## src/rtl/uart_reg_pkg.sv

```systemverilog
package uart_reg_pkg;

    localparam int DW    = 8;
    localparam int AW    = 3;
    localparam int N_SRC = 4;
    localparam int N_ERR = 4;
    localparam int N_MDM = 4;
    localparam int IER_W = 4;
    localparam int MCR_W = 5;

    localparam logic [AW-1:0] OFS_DATA = 3'd0;
    localparam logic [AW-1:0] OFS_IER  = 3'd1;
    localparam logic [AW-1:0] OFS_IIR  = 3'd2;
    localparam logic [AW-1:0] OFS_LCR  = 3'd3;
    localparam logic [AW-1:0] OFS_MCR  = 3'd4;
    localparam logic [AW-1:0] OFS_LSR  = 3'd5;
    localparam logic [AW-1:0] OFS_MSR  = 3'd6;
    localparam logic [AW-1:0] OFS_SCR  = 3'd7;

    // source index equals its enable bit position
    localparam int SRC_RDA  = 0;
    localparam int SRC_THRE = 1;
    localparam int SRC_RLS  = 2;
    localparam int SRC_MSR  = 3;

    typedef enum logic [2:0] {
        IID_MSR  = 3'b000,
        IID_THRE = 3'b001,
        IID_RDA  = 3'b010,
        IID_RLS  = 3'b011
    } iid_e;

    // highest rank first
    localparam int PRIO_RANK [N_SRC] = '{SRC_RLS, SRC_RDA, SRC_THRE, SRC_MSR};

    function automatic iid_e src_to_iid(input int src);
        case (src)
            SRC_RLS:  return IID_RLS;
            SRC_RDA:  return IID_RDA;
            SRC_THRE: return IID_THRE;
            default:  return IID_MSR;
        endcase
    endfunction

endpackage

```

## src/rtl/uart_irq_prio.sv

```systemverilog
module uart_irq_prio
    import uart_reg_pkg::*;
(
    input  logic [N_SRC-1:0] ien,
    input  logic [N_SRC-1:0] pend,
    output logic             valid,
    output iid_e             id
);

    logic [N_SRC-1:0] act;

    always_comb begin
        act   = ien & pend;
        valid = 1'b0;
        id    = IID_MSR;
        // walk from lowest rank up so the highest active source wins
        for (int k = N_SRC - 1; k >= 0; k--) begin
            if (act[PRIO_RANK[k]]) begin
                valid = 1'b1;
                id    = src_to_iid(PRIO_RANK[k]);
            end
        end
    end

endmodule

```

## src/rtl/uart_evt_track.sv

```systemverilog
module uart_evt_track #(
    parameter int N_ERR = 4,
    parameter int N_MDM = 4
) (
    input  logic             clk,
    input  logic             rst_n,
    input  logic [N_ERR-1:0] err_set,
    input  logic             err_clr,
    input  logic [N_MDM-1:0] mdm_in,
    input  logic             delta_clr,
    output logic [N_ERR-1:0] err_q,
    output logic [N_MDM-1:0] delta_q,
    output logic [N_MDM-1:0] mdm_prev
);

    typedef struct packed {
        logic [N_ERR-1:0] err;
        logic [N_MDM-1:0] delta;
        logic [N_MDM-1:0] prev;
        logic             primed;
    } trk_t;

    trk_t s_d, s_q;

    always_comb begin
        s_d        = s_q;
        s_d.err    = (err_clr ? '0 : s_q.err) | err_set;
        s_d.delta  = (delta_clr ? '0 : s_q.delta)
                   | (s_q.primed ? (mdm_in ^ s_q.prev) : '0);
        s_d.prev   = mdm_in;
        s_d.primed = 1'b1;
    end

    always_ff @(posedge clk or negedge rst_n) begin
        if (!rst_n) s_q <= '0;
        else        s_q <= s_d;
    end

    assign err_q    = s_q.err;
    assign delta_q  = s_q.delta;
    assign mdm_prev = s_q.prev;

endmodule

```

## src/rtl/uart_regfile.sv

```systemverilog
module uart_regfile
    import uart_reg_pkg::*;
#(
    parameter logic [15:0] DIV_RESET = 16'h0000
) (
    input  logic          clk,
    input  logic          rst_n,
    input  logic [AW-1:0] addr,
    input  logic [DW-1:0] wdata,
    input  logic          wr_en,
    input  logic          rd_en,
    output logic [DW-1:0] rdata,
    output logic          irq,
    input  logic [DW-1:0] rx_data,
    input  logic          rx_ready,
    output logic          rx_pop,
    output logic [DW-1:0] tx_data,
    output logic          tx_push,
    input  logic          thr_empty,
    input  logic          tx_idle,
    input  logic [N_ERR-1:0] line_err,
    input  logic [N_MDM-1:0] modem_in,
    output logic [2*DW-1:0]  divisor,
    output logic [DW-1:0]    line_ctrl,
    output logic [MCR_W-1:0] modem_ctrl,
    output logic          fifo_en,
    output logic          rx_flush,
    output logic          tx_flush
);

    localparam int DLAB_BIT = DW - 1;

    typedef struct packed {
        logic [IER_W-1:0] ier;
        logic [DW-1:0]    lcr;
        logic [MCR_W-1:0] mcr;
        logic [DW-1:0]    scr;
        logic [DW-1:0]    dll;
        logic [DW-1:0]    dlm;
        logic             fifo;
        logic             thre_ip;
        logic             thr_prev;
    } regs_t;

    localparam regs_t REGS_RST = '{
        ier: '0, lcr: '0, mcr: '0, scr: '0,
        dll: DIV_RESET[DW-1:0], dlm: DIV_RESET[2*DW-1:DW],
        fifo: 1'b0, thre_ip: 1'b0, thr_prev: 1'b1
    };

    regs_t q, d;

    logic             dlab;
    logic             wr_thr, wr_ier, rd_iir, thr_rise, etb_on, thre_clr;
    logic [N_ERR-1:0] err_q;
    logic [N_MDM-1:0] delta_q, mdm_prev;
    logic [N_SRC-1:0] pend;
    logic             irq_valid;
    iid_e             irq_id;
    logic             thr_prev_q, thre_ip_q;

    assign dlab       = q.lcr[DLAB_BIT];
    assign thr_prev_q = q.thr_prev;
    assign thre_ip_q  = q.thre_ip;

    uart_evt_track #(.N_ERR(N_ERR), .N_MDM(N_MDM)) u_trk (
        .clk       (clk),
        .rst_n     (rst_n),
        .err_set   (line_err),
        .err_clr   (rd_en && addr == OFS_LSR),
        .mdm_in    (modem_in),
        .delta_clr (rd_en && addr == OFS_MSR),
        .err_q     (err_q),
        .delta_q   (delta_q),
        .mdm_prev  (mdm_prev)
    );

    always_comb begin
        pend           = '0;
        pend[SRC_RDA]  = rx_ready;
        pend[SRC_THRE] = q.thre_ip;
        pend[SRC_RLS]  = |err_q;
        pend[SRC_MSR]  = |delta_q;
    end

    uart_irq_prio u_prio (
        .ien   (q.ier),
        .pend  (pend),
        .valid (irq_valid),
        .id    (irq_id)
    );

    // next state
    always_comb begin
        d        = q;
        wr_thr   = wr_en && addr == OFS_DATA && !dlab;
        wr_ier   = wr_en && addr == OFS_IER && !dlab;
        rd_iir   = rd_en && addr == OFS_IIR;
        thr_rise = thr_empty && !q.thr_prev;
        etb_on   = wr_ier && wdata[SRC_THRE] && !q.ier[SRC_THRE] && thr_empty;
        thre_clr = wr_thr || (rd_iir && irq_valid && irq_id == IID_THRE);

        d.thr_prev = thr_empty;
        d.thre_ip  = thr_rise || etb_on || (q.thre_ip && !thre_clr);

        if (wr_en) begin
            case (addr)
                OFS_DATA: if (dlab) d.dll = wdata;
                OFS_IER:  if (dlab) d.dlm = wdata;
                          else      d.ier = wdata[IER_W-1:0];
                OFS_IIR:  d.fifo = wdata[0];
                OFS_LCR:  d.lcr  = wdata;
                OFS_MCR:  d.mcr  = wdata[MCR_W-1:0];
                OFS_SCR:  d.scr  = wdata;
                default:  ;
            endcase
        end
    end

    always_ff @(posedge clk or negedge rst_n) begin
        if (!rst_n) q <= REGS_RST;
        else        q <= d;
    end

    // read mux
    always_comb begin
        rdata = '0;
        case (addr)
            OFS_DATA: rdata = dlab ? q.dll : rx_data;
            OFS_IER:  rdata = dlab ? q.dlm : {{(DW-IER_W){1'b0}}, q.ier};
            OFS_IIR:  rdata = {{2{q.fifo}}, 2'b00, q.fifo & irq_id[2],
                               irq_id[1:0], ~irq_valid};
            OFS_LCR:  rdata = q.lcr;
            OFS_MCR:  rdata = {{(DW-MCR_W){1'b0}}, q.mcr};
            OFS_LSR:  rdata = {1'b0, tx_idle, thr_empty, err_q, rx_ready};
            OFS_MSR:  rdata = {modem_in, delta_q};
            default:  rdata = q.scr;
        endcase
    end

    assign irq        = irq_valid;
    assign rx_pop     = rd_en && addr == OFS_DATA && !dlab;
    assign tx_push    = wr_thr;
    assign tx_data    = wdata;
    assign divisor    = {q.dlm, q.dll};
    assign line_ctrl  = q.lcr;
    assign modem_ctrl = q.mcr;
    assign fifo_en    = q.fifo;
    assign rx_flush   = wr_en && addr == OFS_IIR && wdata[1];
    assign tx_flush   = wr_en && addr == OFS_IIR && wdata[2];

endmodule

```

## config.mk

```make
export PLATFORM = sky130hd
export DESIGN_NAME = uart_regfile
export DESIGN_NICKNAME = d
export VERILOG_FILES = /design/src/rtl/uart_reg_pkg.sv /design/src/rtl/uart_irq_prio.sv /design/src/rtl/uart_evt_track.sv /design/src/rtl/uart_regfile.sv
export SDC_FILE = /design/constraint.sdc
export NUM_CORES = 1
export LEC_CHECK = 0
export CAP_MARGIN = 10
export CORE_UTILIZATION = 40
export DETAILED_ROUTE_END_ITERATION = 6
export GPL_TIMING_DRIVEN = 0
export PLACE_DENSITY = 0.78
export SLEW_MARGIN = 20
export SYNTH_ARGS = -nofsm -noshare
export SYNTH_HDL_FRONTEND = slang
export SYNTH_HIERARCHICAL = 1
export SYNTH_SLANG_ARGS = --single-unit
```

## constraint.sdc

```tcl
create_clock -name clk -period 4.5 [get_ports clk]
set_clock_uncertainty 0.05 [all_clocks]
set_input_delay 1.35 -clock clk [delete_from_list [all_inputs] [get_ports clk]]
set_output_delay 1.35 -clock clk [all_outputs]
set_load 0.03 [all_outputs]
```

Yosys cells after proc, flatten, opt, wreduce, memory -nomap -nowiden
Index checks and enable logic that the tools add are counted.
- input bits: 34
- output and inout port bits: 51
- bits in registers: 57
- logic and storage cells: 77
- muxes and demuxes: 13
- equality and inequality tests: 8
- bitwise gates (word level): 7
- reductions and logical operators: 36
- operators by type and width (cell ; count):
    $pmux W8 S7 ; 1
    $logic_and A1 B1 Y1 ; 19
    $mux W8 ; 2
    $eq A3 B3 Y1 const B ; 4
    $mux W4 ; 3
    $reduce_and A3 Y1 ; 3
    $or A4 B4 Y4 ; 2
    $reduce_and A2 Y1 ; 4
    $reduce_or A4 Y1 ; 2
    $eq A3 B1 Y1 const B ; 2
    $eq A3 B2 Y1 const B ; 2
    $mux W1 ; 5
    $and A4 B4 Y4 ; 1
    $logic_not A1 Y1 ; 4
    $mux W2 ; 2
    $xor A4 B4 Y4 ; 1
    $logic_not A3 Y1 ; 1
    $logic_or A1 B1 Y1 ; 3
    $not A1 Y1 ; 2
    $and A1 B1 Y1 const B ; 1

Logic depth before layout (Yosys ltp)
- depth in word-level cells: 12
- gate-level depth with buffers: 7
- depth with buffers taken out: 6

Cells and area by module
The synthesis kept the hierarchy.
- modules (own cells, without submodules) (module ; area an instance (um2) ; sequential area each (um2) ; instances ; cells an instance):
    uart_regfile ; 2731.4 ; 1102.3 ; 1 ; 256
    uart_evt_track ; 526.8 ; 325.3 ; 1 ; 40
    uart_irq_prio ; 43.8 ; 0.0 ; 1 ; 6

Least setup slack after synthesis
OpenSTA, ideal clock, no wires.
- path kind: input port to output port
- start: input port addr[2]
- end: output port rx_pop
- cell stages on the path: 4
- data arrival time: 2.859 ns
- buffers on the path: 3
- data required time: 3.100 ns
- path slack: 0.241 ns
- cells stage by stage: clkbuf_1 -> buf_2 -> buf_2 -> nor4_1
- longest elaborated chain between the ends: 3
- RTL lines (item ; RTL line ; source):
    start, declared ; uart_regfile.sv:8 ; input logic [AW-1:0] addr,
    $logic_not A3 Y1 ; uart_regfile.sv:142 ; assign rx_pop = rd_en && addr == OFS_DATA && !dlab;
    $logic_and A1 B1 Y1 (2 in a row) ; uart_regfile.sv:142 ;
    end, declared ; uart_regfile.sv:16 ; output logic rx_pop,
No other way between the ends.

Worst setup path in the final report
- start: input port rx_ready
- end: output port irq
- longest elaborated chain between the ends: 3
- RTL lines (item ; RTL line ; source):
    start, declared ; uart_regfile.sv:15 ; input logic rx_ready,
    $and A4 B4 Y4 ; uart_irq_prio.sv:13 ; act = ien & pend;
    $mux W1 (2 in a row) ; uart_irq_prio.sv:18 ; if (act[PRIO_RANK[k]]) begin
    end, declared ; uart_regfile.sv:13 ; output logic irq,
No other way between the ends.

==> flow_results.xml <==
<?xml version="1.0" encoding="UTF-8"?>
<metrics>
  <group name="outcome">
    <metric name="outcome" unit="">finished, final reports clean</metric>
  </group>
  <group name="sta">
    <metric name="count_of_final_setup_violators" unit="">0</metric>
    <metric name="rsz0062_at_grt" unit="">yes</metric>
    <metric name="fmaxAchievable" unit="MHz">228</metric>
    <metric name="tightest_slew" unit="ns">0.706</metric>
    <metric name="finalCritPeriodShare" unit="">0.976</metric>
    <metric name="time_the_worst_path_needs_with_i_o_delays_and_setup" unit="ns">4.39</metric>
    <metric name="worst_slew_margin_rel" unit="">0.529</metric>
    <metric name="drv_slew" unit="">0</metric>
    <metric name="timing_hold_violations_final" unit="">0</metric>
    <metric name="timing.setup.tns" unit="ns">0</metric>
    <metric name="hold_slack" unit="ns">0.431</metric>
  </group>
  <group name="place">
    <metric name="placement.io_buffers" unit="">81</metric>
    <metric name="routabilityCongestion" unit="">0.908</metric>
    <metric name="dpl.hpwl" unit="mm">6.16</metric>
  </group>
  <group name="global_route">
    <metric name="global_route_wire_length_before_repair" unit="mm">13.5</metric>
    <metric name="globalRoute.totalOverflow" unit="">0</metric>
    <metric name="track_usage" unit="">0.210</metric>
    <metric name="grt_max_degree" unit="">58</metric>
    <metric name="vias_in_the_first_global_route" unit="">2647</metric>
    <metric name="initial_antenna_violation_count" unit="">0</metric>
  </group>
  <group name="worst_setup_path">
    <metric name="worst_path_most_repeated_cell" unit="">clkdlybuf4s50_1</metric>
    <metric name="critical_path.slowest_cell" unit="">clkdlybuf4s50_1</metric>
    <metric name="instance_count_on_the_critical_path" unit="">4</metric>
    <metric name="worst_r2r_endpoint" unit="">thre_ip_q</metric>
    <metric name="critical-path-max-stage-delay" unit="ns">0.61</metric>
    <metric name="worstSetupEndpointType" unit="">output pin</metric>
    <metric name="worstSetupPathType" unit="">in -&gt; out</metric>
    <metric name="crit_required" unit="ns">3.10</metric>
    <metric name="regToRegStartpoint" unit="">u_trk/err_q[3]</metric>
    <metric name="arrival" unit="ns">2.99</metric>
    <metric name="path_max_fanout" unit="">3</metric>
    <metric name="rr_worst_depth" unit="">7</metric>
    <metric name="r2r_setup_slack" unit="ns">2.38</metric>
    <metric name="cp_startpoint_kind" unit="">input port</metric>
    <metric name="crit_buf_inv" unit="">2</metric>
    <metric name="cp_top_family" unit="">buffers and inverters</metric>
    <metric name="crit_path_cell_trace" unit="">clkdlybuf4s50_1, a22o_1, a221o_1, clkdlybuf4s50_1</metric>
  </group>
  <group name="layout">
    <metric name="post_route_cells_drive_above_1_share" unit="">0.330</metric>
    <metric name="fillCellCount" unit="">686</metric>
    <metric name="layout.core_utilization" unit="">0.562</metric>
    <metric name="final_net_count" unit="">423</metric>
    <metric name="seq_area" unit="µm²">1430</metric>
    <metric name="multiInputGateArea" unit="µm²">1400</metric>
    <metric name="diodes" unit="">0</metric>
    <metric name="layout-area-overhead-vs-synth" unit="%">34.1</metric>
  </group>
  <group name="floorplan">
    <metric name="fp-row-count" unit="">32</metric>
    <metric name="die_height" unit="µm">92.4</metric>
    <metric name="die_x" unit="µm">92.4</metric>
    <metric name="initial_core_util" unit="">0.419</metric>
    <metric name="die_outline_area" unit="µm²">8550</metric>
    <metric name="i_o_pin_total" unit="">85</metric>
    <metric name="core_area" unit="µm²">7810</metric>
  </group>
  <group name="route">
    <metric name="post-route-drc-count" unit="">0</metric>
    <metric name="route.vias.total" unit="">2647</metric>
    <metric name="antenna_left" unit="">0</metric>
    <metric name="viasPerCell" unit="">5.34</metric>
    <metric name="avgRoutedWirePerCell" unit="µm">16.8</metric>
    <metric name="initialDrtViolationCount" unit="">155</metric>
    <metric name="dr.pass1.iters" unit="">4</metric>
    <metric name="totalWireLength" unit="mm">8.35</metric>
  </group>
  <group name="worst_hold_path">
    <metric name="hold_path.startpoint" unit="">u_trk/err_q[0]</metric>
    <metric name="min-delay-path-class" unit="">reg -&gt; reg</metric>
    <metric name="hold_end" unit="">u_trk/err_q[0]</metric>
    <metric name="min_delay_path_depth" unit="">1</metric>
  </group>
  <group name="clocking">
    <metric name="post_cts_hold_buffer_count" unit="">0</metric>
    <metric name="cts_buffer_depth" unit="">2</metric>
    <metric name="ctsHtreeMaxLevel" unit="">3</metric>
    <metric name="worst_skew_pair.late_latency" unit="ns">0.33</metric>
    <metric name="numCtsBuffers" unit="">9</metric>
    <metric name="clk_root_buffer_cell" unit="">clkbuf_8</metric>
    <metric name="postCtsSetupBuffers" unit="">0</metric>
    <metric name="clk_pin_slew" unit="ns">0.06</metric>
    <metric name="cts.sinks" unit="">57</metric>
    <metric name="cts_tree" unit="">done</metric>
  </group>
  <group name="job">
    <metric name="cap_violations" unit="">0</metric>
  </group>
  <group name="logic_synthesis">
    <metric name="avgSynthCellArea" unit="µm²">11.0</metric>
    <metric name="synthesis.nets" unit="">332</metric>
    <metric name="syn-cell-area" unit="µm²">3270</metric>
    <metric name="syn-instance-count" unit="">298</metric>
    <metric name="synth_warnings" unit="">6</metric>
  </group>
  <group name="pwr">
    <metric name="total_power_divided_by_cell_area" unit="nW/µm²">445</metric>
    <metric name="vdd_drop_max" unit="mV">0.300</metric>
    <metric name="pnr_total_power" unit="mW">1.95</metric>
    <metric name="power.static_leakage" unit="nW">1.92</metric>
  </group>
</metrics>
-- sequential cells by signal (all words and copies together), names as in the netlist, 4 cells and up --
name and cells:
divisor 16, u_trk/delta_q 4, modem_ctrl 5, u_trk/mdm_prev 4, line_ctrl 8, q 12
u_trk/err_q 4
-- worst register-to-register path, stage by stage, from the launching register on --
cell and delay [ns]:
dfrtp_1 0.38, buf_4 0.14, or4_1 0.56, a22o_1 0.27
a221o_1 0.32, nand3_1 0.11, o41ai_1 0.06, o2bb2ai_1 0.15
-- layout make-up --
| type | count | area share |
|---|---|---|
| sequential | 57 | 0.325 |
| multi-input combinational | 171 | 0.318 |
| timing repair buffer | 81 | 0.179 |
| buffer | 63 | 0.104 |
| clock buffer | 13 | 0.0362 |
| tap | 102 | 0.0291 |
| inverter | 6 | 0.00513 |
| clock inverter | 3 | 0.00342 |
-- layer usage --
metal / GRT usage / routed length [µm] / up-vias
li1: - / - / 1206
met1: 0.280 / 3640 / 1298
met2: 0.331 / 3880 / 124
met3: 0.0443 / 618 / 19
met4: 0.0898 / 202 / 0
met5: 0 / 0 / -
-- cells in the final DEF, fill, tap and decap left out, drive strengths merged, types with 3 or more instances in the layout --
cell and instances:
a21o 4, a21oi 7, a22o 6, and2 3, and4 3, buf 60, clkbuf 21, clkdlybuf4s50 69
clkinv 3, dfrtp 56, dlygate4sd2 5, inv 6, mux2 43, mux2i 14, mux4 3, nand2 16
nand3 6, nor2 9, o21ai 15, or3 3, xor2 4
-- worst max path at each step --
| stage | start | end | slack, ns |
|---|---|---|---|
| 4_1_cts | rx_ready | rdata[2] | -0.06 |
| 6_report | rx_ready | irq | 0.11 |
| 2_1_floorplan | addr[2] | rx_pop | 0.24 |
| 5_1_grt | addr[0] | rdata[7] | -0.009 |
| 3_3_place_gp | addr[2] | rdata[2] | -0.70 |
| 3_5_place_dp | addr[2] | rdata[2] | -0.72 |
-- report_power, final --
part           switching (mW)  total [mW]  internal [mW]
sequential             0.0863       0.709          0.622
combinational           0.392       0.817          0.425
clock                   0.198       0.425          0.227
total                   0.677        1.95           1.27
-- timing repair --
item,4_1_cts,5_1_grt
pin swaps,0,1
setup endpoints to repair,12,5
gates resized for setup,41,7
-- per-stage QoR --
step / worst slack [ns] / instance area, µm² / cells
floorplan: 0.241 / 3270 / 298
global placement: -0.699 / 4210 / 481
detailed placement: -0.723 / 4210 / 481
CTS: -0.0564 / 4380 / 496
global route: -0.00882 / 4390 / 496
finish: 0.107 / 4390 / 496
Power figures use the tool's default switching activity.
